===== src/rtl/s2w_pkg.sv =====
package s2w_pkg;
  typedef enum logic [1:0] {ST_IDLE, ST_ISSUE, ST_WAIT, ST_DONE} walk_st_e;
  typedef enum logic [1:0] {OP_FETCH, OP_WB, OP_RB} mem_op_e;

  localparam int unsigned BIT_R      = 0;
  localparam int unsigned BIT_W      = 1;
  localparam int unsigned BIT_LEAF   = 7;
  localparam int unsigned BIT_ACC    = 8;
  localparam int unsigned BIT_DIRTY  = 9;
  localparam int unsigned PE_ADE_BIT = 9;
  localparam int unsigned CAP_AD_BIT = 45;

  localparam logic [1:0] FLT_NONE = 2'd0;
  localparam logic [1:0] FLT_CTX  = 2'd1;
  localparam logic [1:0] FLT_PG   = 2'd2;
endpackage


===== src/rtl/s2w_level_index.sv =====
module s2w_level_index #(
  parameter int unsigned ADDR_W     = 48,
  parameter int unsigned LEVELS     = 4,
  parameter int unsigned IDX_W      = 9,
  parameter int unsigned PAGE_SHIFT = 12,
  parameter int unsigned LVL_W      = 3
) (
  input  logic [ADDR_W-1:0] va,
  input  logic [LVL_W-1:0]  level,
  output logic [IDX_W-1:0]  idx
);
  logic [IDX_W-1:0] slice [LEVELS];
  logic             unused_low;

  assign unused_low = ^va[PAGE_SHIFT-1:0];

  for (genvar l = 0; l < LEVELS; l++) begin : g_slice
    assign slice[l] = va[PAGE_SHIFT + IDX_W*l +: IDX_W];
  end

  always_comb begin
    idx = '0;
    for (int l = 0; l < LEVELS; l++) begin
      if (level == LVL_W'(l + 1)) idx = slice[l];
    end
  end
endmodule


===== src/rtl/s2w_ad_update.sv =====
module s2w_ad_update
  import s2w_pkg::*;
#(
  parameter int unsigned ENTRY_W = 64
) (
  input  logic [ENTRY_W-1:0] entry_in,
  input  logic               ad_en,
  input  logic               is_write,
  input  logic               rd_ok,
  input  logic               wr_ok,
  output logic [ENTRY_W-1:0] entry_out,
  output logic               changed
);
  logic set_d, set_a;

  always_comb begin
    set_d     = ad_en & is_write & wr_ok & ~entry_in[BIT_DIRTY];
    set_a     = ad_en & ~entry_in[BIT_ACC] & ((~is_write & rd_ok) | set_d);
    entry_out = entry_in;
    if (set_d) entry_out[BIT_DIRTY] = 1'b1;
    if (set_a) entry_out[BIT_ACC]   = 1'b1;
    changed   = set_d | set_a;
  end
endmodule


===== src/rtl/s2_walker.sv =====
module s2_walker
  import s2w_pkg::*;
#(
  parameter int unsigned ADDR_W     = 48,
  parameter int unsigned PA_W       = 64,
  parameter int unsigned ENTRY_W    = 64,
  parameter int unsigned LEVELS     = 4,
  parameter int unsigned IDX_W      = 9,
  parameter int unsigned PAGE_SHIFT = 12,
  parameter int unsigned FLAGS_W    = 16,
  parameter int unsigned LVL_W      = $clog2(LEVELS + 1)
) (
  input  logic                clk,
  input  logic                rst_n,
  input  logic                scalable_en,
  output logic [63:0]         ext_cap,
  input  logic                req_valid,
  output logic                req_ready,
  input  logic [ADDR_W-1:0]   req_addr,
  input  logic                req_write,
  input  logic [FLAGS_W-1:0]  req_pe_flags,
  input  logic [PA_W-1:0]     req_root,
  output logic                mem_req_valid,
  input  logic                mem_req_ready,
  output logic                mem_we,
  output logic [PA_W-1:0]     mem_addr,
  output logic [ENTRY_W-1:0]  mem_wdata,
  input  logic                mem_rsp_valid,
  input  logic [ENTRY_W-1:0]  mem_rsp_data,
  input  logic                mem_rsp_err,
  output logic                done,
  output logic                res_fault,
  output logic [1:0]          res_fault_code,
  output logic [ENTRY_W-1:0]  res_entry,
  output logic [LVL_W-1:0]    res_level,
  output logic                res_read,
  output logic                res_write
);
  localparam logic [PA_W-1:0]  BASE_MASK = ~((PA_W'(1) << PAGE_SHIFT) - PA_W'(1));
  localparam logic [LVL_W-1:0] TOP_LVL   = LVL_W'(LEVELS);

  walk_st_e             state_q, state_n;
  mem_op_e              op_q, op_n;
  logic [LVL_W-1:0]     level_q, level_n;
  logic [PA_W-1:0]      base_q, base_n;
  logic [ADDR_W-1:0]    va_q, va_n;
  logic                 wr_q, wr_n, ade_q, ade_n;
  logic                 rdok_q, rdok_n, wrok_q, wrok_n;
  logic [ENTRY_W-1:0]   wdata_q, wdata_n;
  logic                 flt_q, flt_n, rr_q, rr_n, rw_q, rw_n;
  logic [1:0]           code_q, code_n;
  logic [ENTRY_W-1:0]   ent_q, ent_n;
  logic [LVL_W-1:0]     rlvl_q, rlvl_n;

  logic [IDX_W-1:0]     idx;
  logic [ENTRY_W-1:0]   ad_entry;
  logic                 ad_changed, acc_rd, acc_wr, is_leaf;
  logic [FLAGS_W-1:0]   unused_flags;

  assign unused_flags = req_pe_flags;

  s2w_level_index #(
    .ADDR_W(ADDR_W), .LEVELS(LEVELS), .IDX_W(IDX_W),
    .PAGE_SHIFT(PAGE_SHIFT), .LVL_W(LVL_W)
  ) u_index (.va(va_q), .level(level_q), .idx(idx));

  assign acc_rd  = rdok_q & mem_rsp_data[BIT_R];
  assign acc_wr  = wrok_q & mem_rsp_data[BIT_W];
  assign is_leaf = (level_q == LVL_W'(1)) ||
                   (mem_rsp_data[BIT_LEAF] && level_q != TOP_LVL);

  s2w_ad_update #(.ENTRY_W(ENTRY_W)) u_ad (
    .entry_in(mem_rsp_data), .ad_en(ade_q), .is_write(wr_q),
    .rd_ok(acc_rd), .wr_ok(acc_wr),
    .entry_out(ad_entry), .changed(ad_changed)
  );

  assign ext_cap       = scalable_en ? (64'd1 << CAP_AD_BIT) : 64'd0;
  assign req_ready     = (state_q == ST_IDLE);
  assign mem_req_valid = (state_q == ST_ISSUE);
  assign mem_we        = (op_q == OP_WB);
  assign mem_addr      = base_q + (PA_W'(idx) << 3);
  assign mem_wdata     = wdata_q;
  assign done          = (state_q == ST_DONE);
  assign res_fault      = flt_q;
  assign res_fault_code = code_q;
  assign res_entry      = ent_q;
  assign res_level      = rlvl_q;
  assign res_read       = rr_q;
  assign res_write      = rw_q;

  always_comb begin
    state_n = state_q; op_n = op_q; level_n = level_q; base_n = base_q;
    va_n = va_q; wr_n = wr_q; ade_n = ade_q; rdok_n = rdok_q; wrok_n = wrok_q;
    wdata_n = wdata_q; flt_n = flt_q; code_n = code_q; ent_n = ent_q;
    rlvl_n = rlvl_q; rr_n = rr_q; rw_n = rw_q;
    unique case (state_q)
      ST_IDLE: begin
        if (req_valid) begin
          va_n    = req_addr;
          wr_n    = req_write;
          ade_n   = req_pe_flags[PE_ADE_BIT];
          base_n  = req_root & BASE_MASK;
          level_n = TOP_LVL;
          rdok_n  = 1'b1;
          wrok_n  = 1'b1;
          op_n    = OP_FETCH;
          state_n = ST_ISSUE;
        end
      end
      ST_ISSUE: if (mem_req_ready) state_n = ST_WAIT;
      ST_WAIT: begin
        if (mem_rsp_valid) begin
          if (mem_rsp_err) begin
            flt_n   = 1'b1;
            code_n  = (op_q == OP_FETCH && level_q == TOP_LVL) ? FLT_CTX : FLT_PG;
            ent_n   = '0;
            rlvl_n  = level_q;
            rr_n    = 1'b0;
            rw_n    = 1'b0;
            state_n = ST_DONE;
          end else begin
            unique case (op_q)
              OP_FETCH: begin
                rdok_n = acc_rd;
                wrok_n = acc_wr;
                if (is_leaf) begin
                  flt_n  = 1'b0;
                  code_n = FLT_NONE;
                  rlvl_n = level_q;
                  rr_n   = acc_rd;
                  rw_n   = acc_wr;
                  if (ad_changed) begin
                    wdata_n = ad_entry;
                    op_n    = OP_WB;
                    state_n = ST_ISSUE;
                  end else begin
                    ent_n   = mem_rsp_data;
                    state_n = ST_DONE;
                  end
                end else begin
                  base_n  = mem_rsp_data & BASE_MASK;
                  level_n = level_q - LVL_W'(1);
                  state_n = ST_ISSUE;
                end
              end
              OP_WB: begin
                op_n    = OP_RB;
                state_n = ST_ISSUE;
              end
              default: begin
                ent_n   = mem_rsp_data;
                state_n = ST_DONE;
              end
            endcase
          end
        end
      end
      default: state_n = ST_IDLE;
    endcase
  end

  always_ff @(posedge clk or negedge rst_n) begin
    if (!rst_n) begin
      state_q <= ST_IDLE; op_q <= OP_FETCH; level_q <= '0; base_q <= '0;
      va_q <= '0; wr_q <= 1'b0; ade_q <= 1'b0; rdok_q <= 1'b0; wrok_q <= 1'b0;
      wdata_q <= '0; flt_q <= 1'b0; code_q <= FLT_NONE; ent_q <= '0;
      rlvl_q <= '0; rr_q <= 1'b0; rw_q <= 1'b0;
    end else begin
      state_q <= state_n; op_q <= op_n; level_q <= level_n; base_q <= base_n;
      va_q <= va_n; wr_q <= wr_n; ade_q <= ade_n; rdok_q <= rdok_n; wrok_q <= wrok_n;
      wdata_q <= wdata_n; flt_q <= flt_n; code_q <= code_n; ent_q <= ent_n;
      rlvl_q <= rlvl_n; rr_q <= rr_n; rw_q <= rw_n;
    end
  end

  // the walker never asks memory for data while it claims to be idle
  assert_busy_not_ready_R1: assert property (@(posedge clk) disable iff (!rst_n)
    mem_req_valid |-> !req_ready);
  // a completed walk never ends at the top level
  assert_leaf_level_R4: assert property (@(posedge clk) disable iff (!rst_n)
    (done && !res_fault) |-> (res_level != TOP_LVL && res_level != '0));
  // a write-back only happens when the PASID flags enabled tracking
  assert_wb_gated_R5: assert property (@(posedge clk) disable iff (!rst_n)
    (mem_req_valid && mem_we) |-> ade_q);
  // any entry written back carries a set A or D flag
  assert_wb_changed_R8: assert property (@(posedge clk) disable iff (!rst_n)
    (mem_req_valid && mem_we) |-> (mem_wdata[BIT_ACC] || mem_wdata[BIT_DIRTY]));
  // a fault always carries one of the two defined codes
  assert_fault_code_R9: assert property (@(posedge clk) disable iff (!rst_n)
    (done && res_fault) |-> (res_fault_code == FLT_CTX || res_fault_code == FLT_PG));
  // after an accepted request, no new request until the response arrives
  assert_one_outstanding_R11: assert property (@(posedge clk) disable iff (!rst_n)
    (mem_req_valid && mem_req_ready) |=> !mem_req_valid);
  // done lasts exactly one cycle
  assert_done_pulse_R11: assert property (@(posedge clk) disable iff (!rst_n)
    done |=> !done);
endmodule


===== config.mk =====
export PLATFORM = sky130hd
export DESIGN_NAME = s2_walker
export DESIGN_NICKNAME = d
export VERILOG_FILES = /design/src/rtl/s2w_pkg.sv /design/src/rtl/s2w_level_index.sv /design/src/rtl/s2w_ad_update.sv /design/src/rtl/s2_walker.sv
export SDC_FILE = /design/constraint.sdc
export NUM_CORES = 1
export LEC_CHECK = 0
export CAP_MARGIN = 20
export CELL_PAD_IN_SITES_DETAIL_PLACEMENT = 1
export CELL_PAD_IN_SITES_GLOBAL_PLACEMENT = 2
export CORE_AREA = 3 3 150 298
export DETAILED_ROUTE_END_ITERATION = 6
export DIE_AREA = 0 0 153 301
export MAX_ROUTING_LAYER = met4
export PLACE_DENSITY = 0.89
export SLEW_MARGIN = 20
export SYNTH_ARGS = -nofsm -noshare
export SYNTH_HDL_FRONTEND = slang
export SYNTH_HIERARCHICAL = 1
export SYNTH_SLANG_ARGS = --single-unit

===== constraint.sdc =====
create_clock -name clk -period 5.56 [get_ports clk]
set_clock_uncertainty 0.2 [all_clocks]
set_input_delay 1.112 -clock clk [delete_from_list [all_inputs] [get_ports clk]]
set_output_delay 1.112 -clock clk [all_outputs]
set_load 0.02 [all_outputs]

---- Word level (Yosys, flattened, before mapping) ----
Index checks and enable logic that the tools add are counted.
operators by class
  mux-type cells .......................... 63
  bitwise operators ....................... 14
  $add $sub $neg .......................... 2
  equal/unequal tests ..................... 21
  reductions and logical operators ........ 16
operators by type and width
  cell                number
  $mux 64             8
  $pmux 64 s2         2
  $add 64x12->64      1
  $mux 46             1
  $mux 9              4
  $mux 2              15
  $mux 3              8
  $mux 1              18
  $ne 3x3->1 const B  6
  $pmux 2 s2          3
  $reduce_and 6->1    2
  $ne 2x2->1 const B  5
  $reduce_and 5->1    2
  $and 1x1->1         8
  $reduce_and 7->1    1
  $eq 3x2->1 const B  2
  $pmux 2 s3          1
  $pmux 3 s2          1
  $reduce_bool 2->1   3
  $eq 2x1->1 const B  2
  $eq 2x2->1 const B  2
  $logic_not 2->1     2
  $ne 2x1->1 const B  2
  $not 1->1           4
  other kinds (10)    13
word-level totals
  register bits after elaboration ......... 259
  output and inout port bits .............. 268
  bits of input ports ..................... 200
  word-level logic and storage cells ...... 132

---- Depth between registers and ports, before layout ----
  depth in word-level cells ............... 12
  mapped depth ............................ 9
  mapped depth without buffers ............ 7

---- By module ----
The synthesis kept the hierarchy.
modules (own cells, without submodules)
  module           cells each  area each (um2)  seq. area each (um2)  instances
  s2_walker        1026        11355.9          6180.9                1
  s2w_ad_update    69          520.5            0.0                   1
  s2w_level_index  45          435.4            0.0                   1

---- Worst setup path after synthesis ----
OpenSTA, ideal clock, no wires.
  kind .................................... in2reg
  start ................................... input mem_rsp_data[1]
  end ..................................... register ent_q[43] (netlist: res_entry[43])
  data arrival time ....................... 2.675 ns
  path buffers ............................ 2
  data required time ...................... 5.234 ns
  cell stages on the path ................. 8
  slack ................................... 2.559 ns
  setup time .............................. 0.126 ns
  cell sequence ........................... and2_1 and3b_1 o21a_1 nor4b_1 a211oi_1 clkbuf_1 clkbuf_1 a221o_1
between the ends
  cells in the longest elaborated chain, start to end .. 8
ends and longest elaborated chain
  item                            RTL line             RTL
  start: declaration              s2_walker.sv:29      input logic [ENTRY_W-1:0] mem_rsp_data,
  $and 1x1->1 (*)                 s2_walker.sv:68      assign acc_wr = wrok_q & mem_rsp_data[BIT_W];
  $and 1x1->1 (*) (2 in series)   s2w_ad_update.sv:17  set_d = ad_en & is_write & wr_ok & ~entry_in[BIT_DIRTY];
  $or 1x1->1                      s2w_ad_update.sv:18  set_a = ad_en & ~entry_in[BIT_ACC] & ((~is_write & rd_ok) | set_d);
  $and 1x1->1                     s2w_ad_update.sv:18
  $or 1x1->1 (*)                  s2w_ad_update.sv:22  changed = set_d | set_a;
  named net ad_changed            s2_walker.sv:57      logic ad_changed, acc_rd, acc_wr, is_leaf;
  $ne 3x3->1 (no line) (*)        n/a
  $reduce_and 5->1 (no line) (*)  n/a
  end signal: assignment          s2_walker.sv:172     wdata_q <= wdata_n; flt_q <= flt_n; code_q <= code_n; ent_q <= ent_n;
  end: declaration                s2_walker.sv:52      logic [ENTRY_W-1:0] ent_q, ent_n;
Mark *: on every way through the listed nets, which the timed path passes. The rest lies on a longest branch.
A chain may end at the register's enable or synchronous reset.

---- Worst setup path after layout ----
  start ................................... register level_q[2]
  end ..................................... output mem_addr[5]
between the ends
  cells in the longest elaborated chain, start to end .. 6
  elaborated cells between the ends (all ways) .. 9
  those cells by class .................... add/sub (1); eq/ne (4); mux (4)
ends and longest elaborated chain
  item                      RTL line               RTL
  start: declaration        s2_walker.sv:44        logic [LVL_W-1:0] level_q, level_n;
  start signal: assignment  s2_walker.sv:170       state_q <= state_n; op_q <= op_n; level_q <= level_n; base_q <= base_n;
  $eq 3x1->1                s2w_level_index.sv:24  if (level == LVL_W'(l + 1)) idx = slice[l];
  $mux 9 (3 in series)      s2w_level_index.sv:24
  $mux 9 (*)                s2w_level_index.sv:24
  $add 64x12->64 (*)        s2_walker.sv:82        assign mem_addr = base_q + (PA_W'(idx) << 3);
  end: declaration          s2_walker.sv:26        output logic [PA_W-1:0] mem_addr,
Mark *: on every way between the ends. The rest lies on a longest branch, timed or not.

==> flow_summary.toml <==
[setup_path]
slowest_delay_ns = 0.88
crit_fanout = 26
crit_arrival_ns = 2.84
slowest_stage = "dfrtp_1"
rr_endpoint = "mem_wdata[16]"
cp_top_family = "flip-flops"
crit_required_ns = 4.25
cp-end-kind = "output port"
cp_num_cells = 3
r2r-start = "level_q[1]"
r2r_cells = 7
cp_num_buf_inv = 1
critPathKind = "flop to output port"
r2r_setup_slack_ns = 2.25
crit_chain = "nand2b_1 -> o221ai_2 -> clkdlybuf4s50_1"
cp-start-kind = "flop"

[final_layout]
layout-drive-gt1-share_pct = 10.29
synthToLayoutAreaGrowth_pct = 35.28
finalNetCount = 1546

[sta]
rsz0062_at_grt = "no"
setup_viol = 0
final-hold-violation-count = 0
fmax_ghz = 0.2408
slew_violations = 0
finalCritPeriodShare_pct = 74.70
worst_pin_slew_ns = 0.8445
slew_headroom_pct = 43.70
fin_ws_ns = 1.407
finalSetupTns_ns = 0
final.min_clock_period_ns = 4.153

[synth]
syn-cell-area_um2 = 11870
yosysWarningCount = 6
syn_inst = 1090
synth.avg_cell_area_um2 = 10.89

[global_routing]
grt_pass1_wl_um = 62330
grt_overflow = 0
grt_antenna_before_repair = 3
grt_max_degree = 108
track_usage_pct = 17.84
grt_pass1_vias = 9923

[clocking]
cts_hold_buffers = 0
post_cts_resized = 0
clk_pin_slew_ns = 0.06
cts_max_level = 1
root_buffer = "clkbuf_16"
cts_setup_buffers = 0
cts_made_buffers = 25
clock_sinks = 235
cts_tree = "built"
ctsLongestPathBuffers = 3
clkLatencyLatePin_ns = 0.54

[drt]
wire_per_inst_um = 21.89
first_pass_iters = 4
drc = 0
drt_iter0_drc = 409
antenna_left = 0
wl_um = 41780
drt-vias-per-instance = 4.892
routed-via-count = 9338

[min_path]
hp-class = "flop to flop"
whs_endpoint = "va_q[24]"
worstHoldStart = "va_q[24]"
min_path_cells = 2

[floorplan]
rows = 107
die_w_um = 153
die_area_um2 = 46050
num_io_pins = 468
initial_core_util_pct = 27.79
core_um2 = 42710
die-height_um = 301

[place]
place_hpwl_um = 29510
preCtsSetupSlack_ns = 1.428
place.gp.congestion = 0.8450
portBuffers = 360

[outcome]
status = "finished clean"

[power]
ir_worst_vdd_mv = 0.2101
power.leakage_nw = 6.830
power_mw = 8.301
powerDensity_nw_per_um2 = 517.0

[job]
maxCapViolCount = 0
[through the flow]
stage / instance area, µm² / instances / utilization (%) / hold slack (ns)
finish: 16060 / 1909 / 37.60 / 0.2803
global route: 16060 / 1909 / 37.60 / 0.3125
CTS: 16050 / 1906 / 37.57 / 0.2856
detailed placement: 15230 / 1861 / 35.65 / 0.2721
global placement: 15230 / 1861 / 35.65 / 0.2582
floorplan: 12110 / 1155 / - / 0.2450
[worst max-delay path by stage]
stage	from	endpoint	slack, ns
detailed placement	mem_rsp_data[1]	res_entry[61]	1.43
finish	level_q[2]	mem_addr[5]	1.41
floorplan	mem_rsp_data[1]	res_entry[43]	2.56
global route	level_q[2]	mem_addr[3]	1.25
CTS	level_q[2]	mem_addr[5]	1.32
global placement	mem_rsp_data[7]	mem_wdata[18]	1.49
[sequential cells by signal, summed over array words and instances (netlist names)]
| register | cells |
|---|---|
| res_entry | 64 |
| mem_wdata | 64 |
| state_q | 2 |
| res_fault_code | 2 |
| wrok_q | 1 |
| res_write | 1 |
| base_q | 52 |
| ade_q | 1 |
| level_q | 3 |
| wr_q | 1 |
| op_q | 2 |
| va_q | 36 |
| res_fault | 1 |
| res_read | 1 |
| rdok_q | 1 |
| res_level | 3 |
[worst register-to-register path, cell delays in order, from the launching register on]
cell	delay, ns
dfrtp_1	0.60
inv_1	0.16
ha_1	0.25
a21boi_1	0.50
or2_2	0.29
nand3_4	0.42
buf_12	0.44
mux2_2	0.34
[area by class of cell]
| cell class | count | area (µm²) |
|---|---|---|
| Inverter | 5 | 18.77 |
| Sequential cell | 235 | 5881 |
| Timing Repair Buffer | 374 | 3749 |
| Fill cell | 4701 | 26650 |
| Tap cell | 545 | 681.9 |
| Clock buffer | 37 | 720.7 |
| Antenna cell | 3 | 7.507 |
| Clock inverter | 8 | 98.84 |
| Multi-Input combinational cell | 702 | 4900 |
[layout by cell type, fill, tap and decap left out, drive strengths merged, types with 2 or more instances in the layout]
| cell | count |
|---|---|
| bufinv | 2 |
| ha | 3 |
| or2 | 3 |
| a22o | 2 |
| nor4b | 65 |
| clkinv | 4 |
| and2 | 3 |
| clkbuf | 37 |
| nand2 | 130 |
| a21oi | 54 |
| a221o | 64 |
| diode | 3 |
| conb | 66 |
| nand2b | 3 |
| nor2b | 67 |
| clkdlybuf4s50 | 358 |
| nor3b | 2 |
| nand3 | 4 |
| dfrtp | 235 |
| mux2i | 62 |
| o221ai | 9 |
| o21ai | 7 |
| or3b | 3 |
| inv | 6 |
| and3b | 2 |
| nand4bb | 9 |
| mux2 | 69 |
| buf | 16 |
| nor2 | 59 |
| nor3 | 2 |
[report_power, final]
| group | total [mW] | leakage [nW] | switching, mW | internal, mW |
|---|---|---|---|---|
| combinational | 3.83 | 3.69 | 2.14 | 1.69 |
| sequential | 2.74 | 2.74 | 0.433 | 2.31 |
| clock | 1.73 | 0.402 | 0.737 | 0.991 |
[metal layers]
layer  share of wire [%]  GRT usage [%]  vias up
li1                    -              -     4145
met1                  34          17.45     4780
met2                  56          34.24      336
met3                 5.4          3.294       77
met4                 4.0          7.199        0
met5                   0              -        -
Power figures use the tool's default switching activity.
